$ cat config.mk
export PLATFORM = sky130hd
export DESIGN_NAME = wcf_top
export DESIGN_NICKNAME = d
export VERILOG_FILES = /design/src/rtl/wcf_pkg.sv /design/src/rtl/wcf_region.sv /design/src/rtl/wcf_fsm.sv /design/src/rtl/wcf_result.sv /design/src/rtl/wcf_top.sv
export SDC_FILE = /design/constraint.sdc
export NUM_CORES = 1
export LEC_CHECK = 0
export BUFFER_PORTS_ARGS = -buffer_cell sky130_fd_sc_hd__buf_4
export CAP_MARGIN = 0
export CORE_ASPECT_RATIO = 0.7
export CORE_MARGIN = 3
export CORE_UTILIZATION = 59
export CTS_BUF_LIST = sky130_fd_sc_hd__clkbuf_16
export CTS_CLUSTER_DIAMETER = 30
export DETAILED_ROUTE_END_ITERATION = 10
export PLACE_DENSITY_LB_ADDON = 0.3
export SYNTH_ARGS = -nofsm -noshare
export SYNTH_HDL_FRONTEND = slang
export SYNTH_SLANG_ARGS = --single-unit
$ cat constraint.sdc
create_clock -name clk -period 5.2 [get_ports clk]
set_input_delay 1.56 -clock clk [delete_from_list [all_inputs] [get_ports clk]]
set_output_delay 1.56 -clock clk [all_outputs]
set_load 0.02 [all_outputs]
$ cat src/rtl/wcf_pkg.sv
package wcf_pkg;

    typedef enum logic [1:0] {
        ST_IDLE  = 2'd0,
        ST_JUDGE = 2'd1,
        ST_TAKE  = 2'd2,
        ST_DROP  = 2'd3
    } wcf_state_e;

    // region select is {range_en, gt_sel}
    typedef enum logic [1:0] {
        RG_BELOW   = 2'd0,
        RG_ABOVE   = 2'd1,
        RG_OUTSIDE = 2'd2,
        RG_INSIDE  = 2'd3
    } wcf_region_e;

    typedef struct packed {
        logic        enable;
        wcf_region_e region;
        logic        signed_cmp;
        logic        cont;
    } wcf_cfg_t;

endpackage

$ cat src/rtl/wcf_region.sv
module wcf_region
    import wcf_pkg::*;
#(
    parameter int W = 16
) (
    input  logic [W-1:0] sample_i,
    input  logic [W-1:0] lim1_i,
    input  logic [W-1:0] lim2_i,
    input  wcf_cfg_t     cfg_i,
    output logic         pass_o
);
    localparam int MSB = W - 1;

    logic [W-1:0] s_b, a_b, b_b;
    logic         le1, ge1, le2, ge2, ordered;

    // flipping the sign bit maps two's complement onto unsigned order
    always_comb begin
        s_b = sample_i;
        a_b = lim1_i;
        b_b = lim2_i;
        if (cfg_i.signed_cmp) begin
            s_b[MSB] = ~sample_i[MSB];
            a_b[MSB] = ~lim1_i[MSB];
            b_b[MSB] = ~lim2_i[MSB];
        end
    end

    assign le1     = (s_b <= a_b);
    assign ge1     = (s_b >= a_b);
    assign le2     = (s_b <= b_b);
    assign ge2     = (s_b >= b_b);
    assign ordered = (a_b <= b_b);

    always_comb begin
        pass_o = 1'b1;
        if (cfg_i.enable) begin
            unique case (cfg_i.region)
                RG_BELOW:   pass_o = le1;
                RG_ABOVE:   pass_o = ge1;
                RG_OUTSIDE: pass_o = ordered ? (le1 | ge2) : (le1 & ge2);
                RG_INSIDE:  pass_o = ordered ? (ge1 & le2) : (ge1 | le2);
                default:    pass_o = 1'b1;
            endcase
        end
    end

endmodule

$ cat src/rtl/wcf_fsm.sv
module wcf_fsm
    import wcf_pkg::*;
(
    input  logic clk,
    input  logic rst_n,
    input  logic res_valid_i,
    input  logic verdict_i,
    output logic capture_o,
    output logic take_o,
    output logic drop_o
);
    wcf_state_e state_q, state_d;

    always_ff @(posedge clk or negedge rst_n) begin
        if (!rst_n) state_q <= ST_IDLE;
        else        state_q <= state_d;
    end

    always_comb begin
        state_d = state_q;
        unique case (state_q)
            ST_IDLE:  if (res_valid_i) state_d = ST_JUDGE;
            ST_JUDGE: state_d = verdict_i ? ST_TAKE : ST_DROP;
            ST_TAKE:  state_d = ST_IDLE;
            ST_DROP:  state_d = ST_IDLE;
            default:  state_d = ST_IDLE;
        endcase
    end

    always_comb begin
        capture_o = 1'b0;
        take_o    = 1'b0;
        drop_o    = 1'b0;
        unique case (state_q)
            ST_IDLE:  capture_o = res_valid_i;
            ST_JUDGE: ;
            ST_TAKE:  take_o = 1'b1;
            ST_DROP:  drop_o = 1'b1;
            default:  ;
        endcase
    end

    a_r8_judge_resolves: assert property (@(posedge clk) disable iff (!rst_n)
        (state_q == ST_JUDGE) |=> (state_q == ST_TAKE || state_q == ST_DROP));
    a_r8_verdict_to_idle: assert property (@(posedge clk) disable iff (!rst_n)
        (take_o || drop_o) |=> (state_q == ST_IDLE));
    a_r13_busy_ignores: assert property (@(posedge clk) disable iff (!rst_n)
        (state_q != ST_IDLE) |=> (state_q != ST_JUDGE));

endmodule

$ cat src/rtl/wcf_result.sv
module wcf_result #(
    parameter int W = 16
) (
    input  logic         clk,
    input  logic         rst_n,
    input  logic         store_i,
    input  logic [W-1:0] data_i,
    input  logic         flag_clr_i,
    output logic [W-1:0] res_q_o,
    output logic         flag_o
);
    always_ff @(posedge clk or negedge rst_n) begin
        if (!rst_n) begin
            res_q_o <= '0;
            flag_o  <= 1'b0;
        end else begin
            if (store_i) res_q_o <= data_i;
            if (store_i)         flag_o <= 1'b1;
            else if (flag_clr_i) flag_o <= 1'b0;
        end
    end

    a_r8_hold_unless_store: assert property (@(posedge clk) disable iff (!rst_n)
        !store_i |=> $stable(res_q_o));
    a_r11_store_sets_flag: assert property (@(posedge clk) disable iff (!rst_n)
        store_i |=> flag_o);
    a_r11_clear_works: assert property (@(posedge clk) disable iff (!rst_n)
        (flag_clr_i && !store_i) |=> !flag_o);

endmodule

$ cat src/rtl/wcf_top.sv
module wcf_top
    import wcf_pkg::*;
#(
    parameter int W = 16
) (
    input  logic         clk,
    input  logic         rst_n,
    input  logic         res_valid_i,
    input  logic [W-1:0] res_data_i,
    input  logic         cmp_en_i,
    input  logic         gt_sel_i,
    input  logic         range_en_i,
    input  logic         diff_mode_i,
    input  logic         cont_mode_i,
    input  logic [W-1:0] lim1_i,
    input  logic [W-1:0] lim2_i,
    input  logic         irq_en_i,
    input  logic         dma_en_i,
    input  logic         flag_clr_i,
    output logic [W-1:0] res_q_o,
    output logic         done_flag_o,
    output logic         irq_o,
    output logic         dma_req_o,
    output logic         store_o,
    output logic         drop_o,
    output logic         next_conv_o
);
    logic [W-1:0] hold_data, hold_l1, hold_l2;
    wcf_cfg_t     hold_cfg;
    logic         capture, take, drop, verdict;

    always_ff @(posedge clk or negedge rst_n) begin
        if (!rst_n) begin
            hold_data <= '0;
            hold_l1   <= '0;
            hold_l2   <= '0;
            hold_cfg  <= '0;
        end else if (capture) begin
            hold_data           <= res_data_i;
            hold_l1             <= lim1_i;
            hold_l2             <= lim2_i;
            hold_cfg.enable     <= cmp_en_i;
            hold_cfg.region     <= wcf_region_e'({range_en_i, gt_sel_i});
            hold_cfg.signed_cmp <= diff_mode_i;
            hold_cfg.cont       <= cont_mode_i;
        end
    end

    wcf_region #(.W(W)) u_region (
        .sample_i(hold_data),
        .lim1_i  (hold_l1),
        .lim2_i  (hold_l2),
        .cfg_i   (hold_cfg),
        .pass_o  (verdict)
    );

    wcf_fsm u_fsm (
        .clk        (clk),
        .rst_n      (rst_n),
        .res_valid_i(res_valid_i),
        .verdict_i  (verdict),
        .capture_o  (capture),
        .take_o     (take),
        .drop_o     (drop)
    );

    wcf_result #(.W(W)) u_result (
        .clk       (clk),
        .rst_n     (rst_n),
        .store_i   (take),
        .data_i    (hold_data),
        .flag_clr_i(flag_clr_i),
        .res_q_o   (res_q_o),
        .flag_o    (done_flag_o)
    );

    assign store_o     = take;
    assign drop_o      = drop;
    assign dma_req_o   = take & dma_en_i;
    assign irq_o       = done_flag_o & irq_en_i;
    assign next_conv_o = drop | (take & hold_cfg.cont);

    a_r10_drop_requests_more: assert property (@(posedge clk) disable iff (!rst_n)
        drop_o |-> next_conv_o);
    a_r9_dma_only_on_store: assert property (@(posedge clk) disable iff (!rst_n)
        dma_req_o |-> store_o);
    a_r2_disabled_never_drops: assert property (@(posedge clk) disable iff (!rst_n)
        (capture && !cmp_en_i) |=> ##1 !drop_o);

endmodule

==> results_dict.tcl <==
set metrics [dict create \
    yosys_register_bits 72 \
    cts_sinks 72 \
    start_util_pct 61.9 \
    fin_area_mm2 0.00486 \
    yosys.area.top_type "dfrtp_1" \
    fmax_mhz 286 \
    nFillCells 447 \
    critPathArrivalTime_ns 1.94 \
    start_kind "primary input" \
    synth.area.top_cells "dfrtp_1 46%, ha_1 14%, mux2_2 10%" \
    seq_area_frac_synth_pct 45.9 \
    ys.flop_type "dfrtp_1" \
    avgSynthCellArea_um2 10.5 \
    drt-met1-wl_mm 3.88 \
    synthArstFlopShare_pct 100 \
    drcViolationCount 0 \
    status "complete, no violations" \
    comb_power_share_pct 52.2 \
    grt_usage_pct 24.7 \
    area_growth_pct 23.9 \
    clk_latency_ns 0.33 \
    p_leak_nw 2.36 \
    dp_hpwl_mm 6.53 \
    wl_per_cell_um 16.0 \
    path_buf_inv 2 \
    die_area_mm2 0.00768 \
    postCtsHoldBufs 0 \
    core_mm2 0.00634 \
    yosysWarnings 0 \
    synth_top_area_share_pct 45.9 \
    dr_wl_met3_um 387 \
    ant_nets 0 \
    path_cells "buf_4 -> and2_1 -> buf_4" \
    min_period_ns 3.50 \
    numPortBuffers 80 \
    htree_levels 3 \
    regArea_mm2 0.00180 \
    multiInputGateArea_mm2 0.00194 \
    irDropWorstVdd_mv 0.320 \
    finalHoldViolations 0 \
    vias 2979 \
    p_sw_share_pct 41.4 \
    rsz0062_at_grt "false" \
    setup_viol 0 \
    viasPerCell 5.42 \
    die_y_um 74.2 \
    synth_area_mm2 0.00392 \
    max_stage_delay_ns 0.15 \
    grt_start_max_net_pins 73 \
    holdCritPathClass "reg2reg" \
    ctsResizeCount 0 \
    finalWirelength_mm 8.82 \
    ios 81 \
    synth_nets 477 \
    final_cell_mix "83 x buf_4, 72 x dfrtp_1, 45 x ha_1, 43 x o21ai_0, 42 x nand2_1" \
    clk_pin_slew_ns 0.05 \
    internal_power_w 0.00196 \
    period_share_pct 67.3 \
    drt_iter0_markers 115 \
    clockPowerShare_pct 15.9 \
    maxUsedRoutingLayer "met4" \
    cts_buffers 9 \
    grt_pass1_wl_mm 14.4 \
    routed-wl-met2_mm 4.43 \
    dieWidth_um 103 \
    grt_antenna_before_repair 0 \
    gr-total-overflow 0 \
    fin_skew_ns 0.00346 \
    startpoint "irq_en_i" \
    synthCells 373 \
    maxCapViolations 0 \
    nets 558 \
    r2r-start "hold_data[13]" \
    synth_edf_count 0 \
    tns_ns 0 \
    hp-start "u_result.flag_o" \
    drive_gt1_share_pct 30.7 \
    slew_headroom_pct 40.7 \
    worstMarginPinSlew_ns 0.889 \
    diodes 0 \
    cp.required_ns 3.64 \
    cpMaxStageDelayCell "buf_4" \
    setup.worst_path.end_class "output port" \
    path_common_cell "buf_4" \
    post-route-util_pct 76.8 \
    synth.distinct_cells 39 \
    power.density_mw_per_mm2 687 \
    switchingPower_w 0.00138 \
    cts_tree "yes" \
    gp_congestion 0.818 \
    crit_path_max_fanout 1 \
    final_common_cell "buf_4" \
    grt_pass1_vias 3047 \
    drtPass1Iterations 4 \
    cpLargestDelayFamily "buffers and inverters" \
    post_cts_buffers 0 \
    seqPwrFrac_pct 31.9 \
    final_max_slew_viol_count 0 \
    clockBufferDepth 2 \
    std_cell_rows 24 \
    placed_cell_area_mm2 0.00461 \
    power.total_w 0.00334 \
    path_class "in2out" \
    clockRootBuffer "clkbuf_16" \
]
path summary, 6_finish.rpt:
path / cells past startpoint / slack (ns) / to
setup / recovery: 3 / 1.70 / irq_o
hold / removal: 1 / 0.50 / u_result.flag_o
setup reg to reg: 9 / 2.84 / u_fsm.state_q[0]
hold reg to reg: 1 / 0.50 / u_result.flag_o
max in group asynchronous: 1 / 3.27 / u_result.res_q_o[1]
min in group asynchronous: 1 / 1.36 / hold_l2[11]
power by group through the flow:
stage | sequential [W] | combinational (W) | clock (W)
finish | 0.00107 | 0.00174 | 0.000531
global route | 0.00110 | 0.00195 | 0.000567
CTS | 0.00106 | 0.00174 | 0.000540
detailed placement | 0.00107 | 0.00171 | 0
global placement | 0.00105 | 0.00160 | 0
floorplan | 0.00107 | 0.00117 | 0
cell type report:
class | count | share of cell area, %
clock buffers | 9 | 4.63
well taps | 91 | 2.34
multi-input cells | 253 | 39.8
flip-flops and latches | 72 | 37.0
clock inverters | 7 | 0.643
repair buffers | 83 | 12.8
inverters | 35 | 2.70
per-layer routing:
layer | vias up | global-route usage (%)
li1 | 1463 | -
met1 | 1427 | 31.2
met2 | 73 | 42.4
met3 | 16 | 5.72
met4 | 0 | 7.76
met5 | - | 0
synthesized netlist by cell type (2+ instances only):
cell	n
dfrtp_1	72
ha_1	45
o21ai_0	43
nand2_1	42
inv_1	35
mux2_2	35
a21oi_1	18
a21o_1	8
clkbuf_1	7
nand4_1	7
nor2_1	7
nor2b_1	7
and2_1	4
buf_2	4
nand3_1	4
o211ai_1	4
a211oi_1	3
a22oi_1	2
and3_1	2
and4_1	2
nor3b_1	2
nor4_2	2
xor2_1	2
cell families after synthesis:
group                    Yosys count  synth area share, %
multiplexers                      35                 10.0
buffers and inverters             48                 4.91
adder cells (fa/ha/maj)           46                 14.6
XOR/XNOR                           3                0.861
flip-flops                        72                 45.9
AO/OA/AOI/OAI                     86                 13.2
AND/OR/NAND/NOR                   83                 10.5
through the flow:
| step | setup slack (ns) | hold slack (ns) | std cells |
|---|---|---|---|
| floorplan | 1.87 | 0.466 | 373 |
| global placement | 1.71 | 0.488 | 534 |
| detailed placement | 1.70 | 0.492 | 534 |
| CTS | 1.70 | 0.503 | 550 |
| global route | 1.69 | 0.515 | 550 |
| finish | 1.70 | 0.503 | 550 |
state kept, by name, indices dropped and copies added, names as in the netlist:
name / cells
hold_cfg: 5
hold_data: 16
hold_l1: 16
hold_l2: 16
u_fsm.state_q: 2
u_result.flag_o: 1
u_result.res_q_o: 16
worst reg2reg max path, stage by stage, from the launching register on:
cell and delay, ns:
dfrtp_1 0.42, ha_1 0.33, a21o_2 0.14, a211oi_1 0.08, o32ai_2 0.37, nor2_1 0.11, a211oi_1 0.28, o21ai_0 0.13
a21o_1 0.20, o31ai_2 0.21
No activity file was read; power rests on OpenSTA's default activity.
